### src/rtl/trig_seq_pkg.sv
package trig_seq_pkg;

    typedef enum logic [1:0] {
        MODE_IDLE  = 2'd0,
        MODE_RUN   = 2'd1,
        MODE_FIRED = 2'd2
    } seq_mode_e;

    typedef enum logic [2:0] {
        FLD_VALUE = 3'd0,
        FLD_LMASK = 3'd1,
        FLD_RMASK = 3'd2,
        FLD_FMASK = 3'd3,
        FLD_COUNT = 3'd4,
        FLD_DELAY = 3'd5,
        FLD_LAST  = 3'd6
    } cfg_field_e;

endpackage

### src/rtl/trig_cfg_regs.sv
module trig_cfg_regs
    import trig_seq_pkg::*;
#(
    parameter int WIDTH  = 16,
    parameter int STAGES = 4,
    parameter int CNT_W  = 12,
    parameter int DLY_W  = 12,
    parameter int CFG_W  = 16,
    parameter int STG_W  = 2
) (
    input  logic             clk,
    input  logic             rst_n,
    input  logic             cfg_we,
    input  logic [STG_W-1:0] cfg_stage,
    input  logic [2:0]       cfg_sel,
    input  logic [CFG_W-1:0] cfg_data,
    input  logic [STG_W-1:0] rd_stage,
    output logic [WIDTH-1:0] sel_value,
    output logic [WIDTH-1:0] sel_lmask,
    output logic [WIDTH-1:0] sel_rmask,
    output logic [WIDTH-1:0] sel_fmask,
    output logic [CNT_W-1:0] sel_count,
    output logic [DLY_W-1:0] sel_delay,
    output logic [STG_W-1:0] last_stage
);

    typedef struct packed {
        logic [WIDTH-1:0] value;
        logic [WIDTH-1:0] lmask;
        logic [WIDTH-1:0] rmask;
        logic [WIDTH-1:0] fmask;
        logic [CNT_W-1:0] count;
        logic [DLY_W-1:0] delay;
    } stage_cfg_t;

    localparam stage_cfg_t CFG_RESET = '{
        value: '0, lmask: '0, rmask: '0, fmask: '0,
        count: CNT_W'(1), delay: '0
    };

    stage_cfg_t       tbl_d [STAGES];
    stage_cfg_t       tbl_q [STAGES];
    logic [STG_W-1:0] last_d, last_q;

    for (genvar g = 0; g < STAGES; g++) begin : g_stage
        always_comb begin
            tbl_d[g] = tbl_q[g];
            if (cfg_we && (cfg_stage == STG_W'(g))) begin
                case (cfg_sel)
                    FLD_VALUE: tbl_d[g].value = cfg_data[WIDTH-1:0];
                    FLD_LMASK: tbl_d[g].lmask = cfg_data[WIDTH-1:0];
                    FLD_RMASK: tbl_d[g].rmask = cfg_data[WIDTH-1:0];
                    FLD_FMASK: tbl_d[g].fmask = cfg_data[WIDTH-1:0];
                    FLD_COUNT: tbl_d[g].count = cfg_data[CNT_W-1:0];
                    FLD_DELAY: tbl_d[g].delay = cfg_data[DLY_W-1:0];
                    default:   tbl_d[g] = tbl_q[g];
                endcase
            end
        end
    end

    always_comb begin
        last_d = last_q;
        if (cfg_we && (cfg_sel == FLD_LAST)) begin
            if (cfg_data >= CFG_W'(STAGES)) last_d = STG_W'(STAGES - 1);
            else                            last_d = cfg_data[STG_W-1:0];
        end
    end

    always_ff @(posedge clk or negedge rst_n) begin
        if (!rst_n) begin
            for (int i = 0; i < STAGES; i++) tbl_q[i] <= CFG_RESET;
            last_q <= '0;
        end else begin
            tbl_q  <= tbl_d;
            last_q <= last_d;
        end
    end

    assign sel_value  = tbl_q[rd_stage].value;
    assign sel_lmask  = tbl_q[rd_stage].lmask;
    assign sel_rmask  = tbl_q[rd_stage].rmask;
    assign sel_fmask  = tbl_q[rd_stage].fmask;
    assign sel_count  = tbl_q[rd_stage].count;
    assign sel_delay  = tbl_q[rd_stage].delay;
    assign last_stage = last_q;

endmodule

### src/rtl/trig_match.sv
module trig_match #(
    parameter int WIDTH = 16
) (
    input  logic             clk,
    input  logic             rst_n,
    input  logic             smp_valid,
    input  logic [WIDTH-1:0] smp_data,
    input  logic [WIDTH-1:0] value,
    input  logic [WIDTH-1:0] lmask,
    input  logic [WIDTH-1:0] rmask,
    input  logic [WIDTH-1:0] fmask,
    output logic             hit
);

    logic [WIDTH-1:0] prev_d, prev_q;
    logic [WIDTH-1:0] rose, fell;
    logic             level_ok, rise_ok, fall_ok;

    always_comb begin
        prev_d   = smp_valid ? smp_data : prev_q;
        rose     = smp_data & ~prev_q;
        fell     = ~smp_data & prev_q;
        level_ok = ((smp_data ^ value) & lmask) == '0;
        rise_ok  = (rmask & ~rose) == '0;
        fall_ok  = (fmask & ~fell) == '0;
        hit      = smp_valid && level_ok && rise_ok && fall_ok;
    end

    always_ff @(posedge clk or negedge rst_n) begin
        if (!rst_n) prev_q <= '0;
        else        prev_q <= prev_d;
    end

endmodule

### src/rtl/trig_fsm.sv
module trig_fsm
    import trig_seq_pkg::*;
#(
    parameter int CNT_W = 12,
    parameter int DLY_W = 12,
    parameter int STG_W = 2
) (
    input  logic             clk,
    input  logic             rst_n,
    input  logic             arm,
    input  logic             cfg_we,
    input  logic             smp_valid,
    input  logic             hit,
    input  logic [CNT_W-1:0] count,
    input  logic [DLY_W-1:0] delay,
    input  logic [STG_W-1:0] last_stage,
    output logic [STG_W-1:0] stage_idx,
    output logic             trig,
    output logic             fired
);

    typedef struct packed {
        seq_mode_e        mode;
        logic [STG_W-1:0] stage;
        logic [CNT_W-1:0] occ;
        logic [DLY_W-1:0] tmr;
        logic             trig;
    } seq_t;

    seq_t             s_d, s_q;
    logic [CNT_W:0]   need;
    logic [CNT_W:0]   occ_nx;
    logic             accept, done;

    always_comb begin
        need   = (count == '0) ? (CNT_W+1)'(1) : {1'b0, count};
        occ_nx = {1'b0, s_q.occ} + (CNT_W+1)'(1);
        accept = hit && (s_q.tmr >= delay);
        done   = accept && (occ_nx >= need);

        s_d      = s_q;
        s_d.trig = 1'b0;

        if ((s_q.mode == MODE_RUN) && smp_valid) begin
            if (done) begin
                if (s_q.stage >= last_stage) begin
                    s_d.mode = MODE_FIRED;
                    s_d.trig = 1'b1;
                end else begin
                    s_d.stage = s_q.stage + STG_W'(1);
                    s_d.occ   = '0;
                    s_d.tmr   = '0;
                end
            end else begin
                if (accept)          s_d.occ = occ_nx[CNT_W-1:0];
                if (s_q.tmr != '1)   s_d.tmr = s_q.tmr + DLY_W'(1);
            end
        end

        if (cfg_we && (s_q.mode == MODE_RUN)) begin
            s_d.stage = '0;
            s_d.occ   = '0;
            s_d.tmr   = '0;
            s_d.trig  = 1'b0;
            s_d.mode  = MODE_RUN;
        end

        if (arm) begin
            s_d.mode  = MODE_RUN;
            s_d.stage = '0;
            s_d.occ   = '0;
            s_d.tmr   = '0;
            s_d.trig  = 1'b0;
        end
    end

    always_ff @(posedge clk or negedge rst_n) begin
        if (!rst_n) begin
            s_q.mode  <= MODE_IDLE;
            s_q.stage <= '0;
            s_q.occ   <= '0;
            s_q.tmr   <= '0;
            s_q.trig  <= 1'b0;
        end else begin
            s_q <= s_d;
        end
    end

    assign stage_idx = s_q.stage;
    assign trig      = s_q.trig;
    assign fired     = (s_q.mode == MODE_FIRED);

endmodule

### src/rtl/lat_trig_seq.sv
module lat_trig_seq #(
    parameter int WIDTH  = 16,
    parameter int STAGES = 4,
    parameter int CNT_W  = 12,
    parameter int DLY_W  = 12,
    parameter int CFG_W  = 16,
    localparam int STG_W = (STAGES > 1) ? $clog2(STAGES) : 1
) (
    input  logic             clk,
    input  logic             rst_n,
    input  logic             arm,
    input  logic             cfg_we,
    input  logic [STG_W-1:0] cfg_stage,
    input  logic [2:0]       cfg_sel,
    input  logic [CFG_W-1:0] cfg_data,
    input  logic             smp_valid,
    input  logic [WIDTH-1:0] smp_data,
    output logic             trig,
    output logic [STG_W-1:0] stage_idx,
    output logic             fired
);

    logic [WIDTH-1:0] cur_value, cur_lmask, cur_rmask, cur_fmask;
    logic [CNT_W-1:0] cur_count;
    logic [DLY_W-1:0] cur_delay;
    logic [STG_W-1:0] last_stage;
    logic             hit;

    trig_cfg_regs #(
        .WIDTH(WIDTH), .STAGES(STAGES), .CNT_W(CNT_W),
        .DLY_W(DLY_W), .CFG_W(CFG_W), .STG_W(STG_W)
    ) i_cfg (
        .clk        (clk),
        .rst_n      (rst_n),
        .cfg_we     (cfg_we),
        .cfg_stage  (cfg_stage),
        .cfg_sel    (cfg_sel),
        .cfg_data   (cfg_data),
        .rd_stage   (stage_idx),
        .sel_value  (cur_value),
        .sel_lmask  (cur_lmask),
        .sel_rmask  (cur_rmask),
        .sel_fmask  (cur_fmask),
        .sel_count  (cur_count),
        .sel_delay  (cur_delay),
        .last_stage (last_stage)
    );

    trig_match #(.WIDTH(WIDTH)) i_match (
        .clk       (clk),
        .rst_n     (rst_n),
        .smp_valid (smp_valid),
        .smp_data  (smp_data),
        .value     (cur_value),
        .lmask     (cur_lmask),
        .rmask     (cur_rmask),
        .fmask     (cur_fmask),
        .hit       (hit)
    );

    trig_fsm #(.CNT_W(CNT_W), .DLY_W(DLY_W), .STG_W(STG_W)) i_fsm (
        .clk        (clk),
        .rst_n      (rst_n),
        .arm        (arm),
        .cfg_we     (cfg_we),
        .smp_valid  (smp_valid),
        .hit        (hit),
        .count      (cur_count),
        .delay      (cur_delay),
        .last_stage (last_stage),
        .stage_idx  (stage_idx),
        .trig       (trig),
        .fired      (fired)
    );

endmodule

### config.mk
export PLATFORM = sky130hd
export DESIGN_NAME = lat_trig_seq
export DESIGN_NICKNAME = d
export VERILOG_FILES = /design/src/rtl/trig_seq_pkg.sv /design/src/rtl/trig_cfg_regs.sv /design/src/rtl/trig_match.sv /design/src/rtl/trig_fsm.sv /design/src/rtl/lat_trig_seq.sv
export SDC_FILE = /design/constraint.sdc
export NUM_CORES = 1
export LEC_CHECK = 0
export BUFFER_PORTS_ARGS = -buffer_cell sky130_fd_sc_hd__buf_2
export CAP_MARGIN = 10
export CORE_UTILIZATION = 40
export DETAILED_ROUTE_END_ITERATION = 10
export PLACE_DENSITY = 0.52
export REMOVE_ABC_BUFFERS = 1
export SETUP_SLACK_MARGIN = 0.2
export SLEW_MARGIN = 20
export SYNTH_ARGS = -nofsm -noshare
export SYNTH_HDL_FRONTEND = slang
export SYNTH_HIERARCHICAL = 1
export SYNTH_SLANG_ARGS = --single-unit
### constraint.sdc
create_clock -name clk -period 4.9 [get_ports clk]
set_input_delay 0.49 -clock clk [delete_from_list [all_inputs] [get_ports clk]]
set_output_delay 0.49 -clock clk [all_outputs]
set_load 0.02 [all_outputs]
==> impl_results.md <==
- Status: finished with violations
- Multiplexer area fraction after synthesis: 31.7%
- Num ports: 46
- Post-CTS Resized: 0
- Adder-cell share of the synthesized area: 1.84%
- CP startpoint kind: flip-flop
- Total die area: ~49000 um^2
- Initial Util: 40.7%
- Core Footprint: 46900 um^2
- Worst Path Required: between 5 and 6 ns
- DR top layer: met5
- XOR/XNOR share of the synthesized area: 1.06%
- Vias in the first global route: roughly 12000
- Worst hold path type: input pin to flip-flop
- Met2 wire len: 21800 um
- DRT Wirelength: 46700 um
- Fin. max-slew vios: 0
- Die X: 220 um
- Post-CTS setup buffer count: 0
- GRT Residual Overflow: 0
- Pwr per Cell Area: around 420 nW/um^2
- Fillers: 4240
- P_leak: 9.63 nW
- Violated checks: design-rule violations
- Dpl hpwl: 29100 um
- Global-route wire length before repair: 73100 um
- Max stage delay on crit path: 0.65 ns
- Synth Area in Compound Gates: 4.43%
- Synth Warn #: 6
- CP Class: flip-flop to flip-flop
- Post-route insts no fill: roughly 2000
- Slowest CP cell: dfrtp_4
- Gpl congestion: 0.801
- Crit end category: flip-flop
- Max frequency: 0.225 GHz
- Syn Inst Count: 1360
- Die Y: about 220 um
- Num CTS Buffers: 46
- Worst-skew pair later-pin latency: 0.60 ns
- Simple logic cell fraction of the synthesized area: 5.18%
- Setup-failing EPs final: 0
- H-Tree Depth: 2
- Ys async rst share: 100%
- Initial antenna violation count: 3
- DRT iter0 DRCs: 719
- Most frequent cells in the layout: dfrtp_1, mux2_2, mux4_2
- Number of port buffers: 45
- EDFF count, synth: 0
- Clock Pin Slew Worst Setup and Hold Paths: 0.06 ns
- Via count: around 11000
- Nets: 1466
- Routed length per instance: 22.9 um
- Final period demand of the worst path: approximately 4.4 ns
- Crit path arrival time: 4.88 ns
- Commonest non-fill, non-tap cell in the layout: dfrtp_1
- Clk root buf: clkbuf_16
- GRT Total Usage: 20.2%
- Final hold slack: 0.119 ns
- CP dominant cell by count: or4_1
- CP Max Fanout: 16
- Clock sink total: 399
- Largest family of logic cells by synthesized area: multiplexers
- Pin count of the biggest net entering global routing: 114
- Met3 wire len: ~1800 um
- Clk_skew: 0.0262 ns
- Register-to-Register Setup Slack: 0.46 ns
- Synth unique cells: 70
- Dpl cells: 1953
- Register area share after synthesis: 52.3%
- Metal1 wirelength: 22200 um
- DRT Pass-1 Iters: 7
- Via/cell ratio: between 5 and 6
- Worst Tran Pin Value: between 1 and 1.5 ns
- Max-slew headroom: a little under a quarter
- Count of standard-cell rows: 79
- Proportion of layout cells with a drive suffix above 1: 43.6%
- Final ANT Viol Nets: 0
- Post-synth top flop: dfrtp_1
- Multi-input gate area: 8460 um^2
- Sequential cell area: 10000 um^2
- Final hold viol count: 0
- TritonCTS clock tree: yes
- Maximum clock path buffer count: 3
- Mean post-synth cell area: 14.0 um^2
- Area growth from synthesis to layout: 13.2%
- #FFs+latches synth: 399
- CP Cell Sequence: mux4_2 > a21boi_1 > or4_1 > or4_1 > nor4_2 > buf_4 > nand3_1 > o211ai_1 > a41o_4 > nand2_1 > o311ai_0 > o41ai_2
- # DRC: 3
- IR drop worst, VDD: 0.254 mV
- Max Cap Viol: 0
- Setup repair after global routing missed its margin: no
- Mapped cell area: 19100 um^2
- Final period utilization: 90.6%
- Design Power: 0.00901 W
timing repair:
| action | CTS | global route |
|---|---|---|
| hold buffers | 1 | 0 |
| endpoints found under the hold margin | 93 | 0 |
| setup endpoints to repair | 0 | 1 |
critical path, delay by kind of cell, from the launching register on:
| kind | cells | cell delay [ns] |
|---|---|---|
| and+or+nand+nor | 5 | 1.70 |
| DFF | 1 | 0.65 |
| muxes | 1 | 0.55 |
| AOI/OAI and AO/OA | 5 | 1.16 |
| buffers and inverters | 1 | 0.22 |
logic make-up (layout without fill, tap and decap cells):
kind of cell    Yosys count  in the layout
fa+ha+maj                28             28
buf+inv                 154            226
flops                   399            399
compound gates          129            130
mux                     446            446
xor+xnor                 23             23
simple gates            181            181
other cells               0              2
flip-flops by register name, summed over array words and instances, names as in the netlist:
register,flops
i_fsm/stage_idx,2
i_cfg/tbl_q,352
i_fsm/trig,1
i_match/prev_q,16
i_cfg/last_stage,2
i_fsm/s_q,26
cell type report:
type	count	area share [%]
antenna	2	0.0232
multi-input combinational	808	39.2
tap	607	3.51
inverter	63	1.09
timing repair buffer	78	2.48
clock buffer	66	6.05
clock inverter	19	1.40
sequential	399	46.3
layer usage:
metal | vias up | global-route usage [%]
met5 | - | 0
met2 | 164 | 31.3
li1 | 5059 | -
met1 | 5883 | 29.5
met4 | 2 | 5.91
met3 | 60 | 2.86
report_power, final:
group	internal [W]	switching, W	total [W]
Combinational	0.000735	0.000516	0.00125
Clock	0.00219	0.00141	0.00360
Sequential	0.00388	0.000276	0.00416
Total	0.00680	0.00221	0.00901
final timing paths:
kind	startpoint	to	cells after the start
worst max-delay path	i_fsm/stage_idx[0]$_DFFE_PN0P_	i_fsm/stage_idx[1]$_DFFE_PN0P_	12
min in group asynchronous	rst_n	i_cfg/tbl_q[67]$_DFFE_PN0P_	2
worst min register to register	i_cfg/tbl_q[115]$_DFFE_PN0P_	i_cfg/tbl_q[115]$_DFFE_PN0P_	1
max in group asynchronous	rst_n	i_fsm/s_q[6]$_DFFE_PN0P_	3
worst min-delay path	arm	i_fsm/trig$_DFF_PN0_	2
worst max register to register	i_fsm/stage_idx[0]$_DFFE_PN0P_	i_fsm/stage_idx[1]$_DFFE_PN0P_	12
through the flow:
stage	utilization [%]	cell area (um^2)	setup WS (ns)	setup TNS, ns
floorplan	-	18700	-2.17	-58.24
global placement	42.6	20000	0.478	0
detailed placement	42.6	20000	0.436	0
CTS	46.1	21600	0.398	0
global route	46.1	21600	0.227	0
finish	46.1	21600	0.463	0
synth_stat cells, drive strengths merged, types with 6 or more instances:
library cell  count  area (um^2)
mux2            356         4050
ha               28          350
xnor2             6         52.6
a21oi            26          141
nand4             9         56.3
inv              63          236
nor2b             8         50.1
buf              45          253
nor2             25         93.8
nand3            21          115
and3              6         37.5
o21ai            58          294
dfrtp           395         9880
nand2            56          210
or3               6         37.5
nand2b           14          103
nor4             10         83.8
xor2             17          149
clkbuf           46          173
nor3              8         40.0
mux4             88         1980
Power figures use the tool's default switching activity.
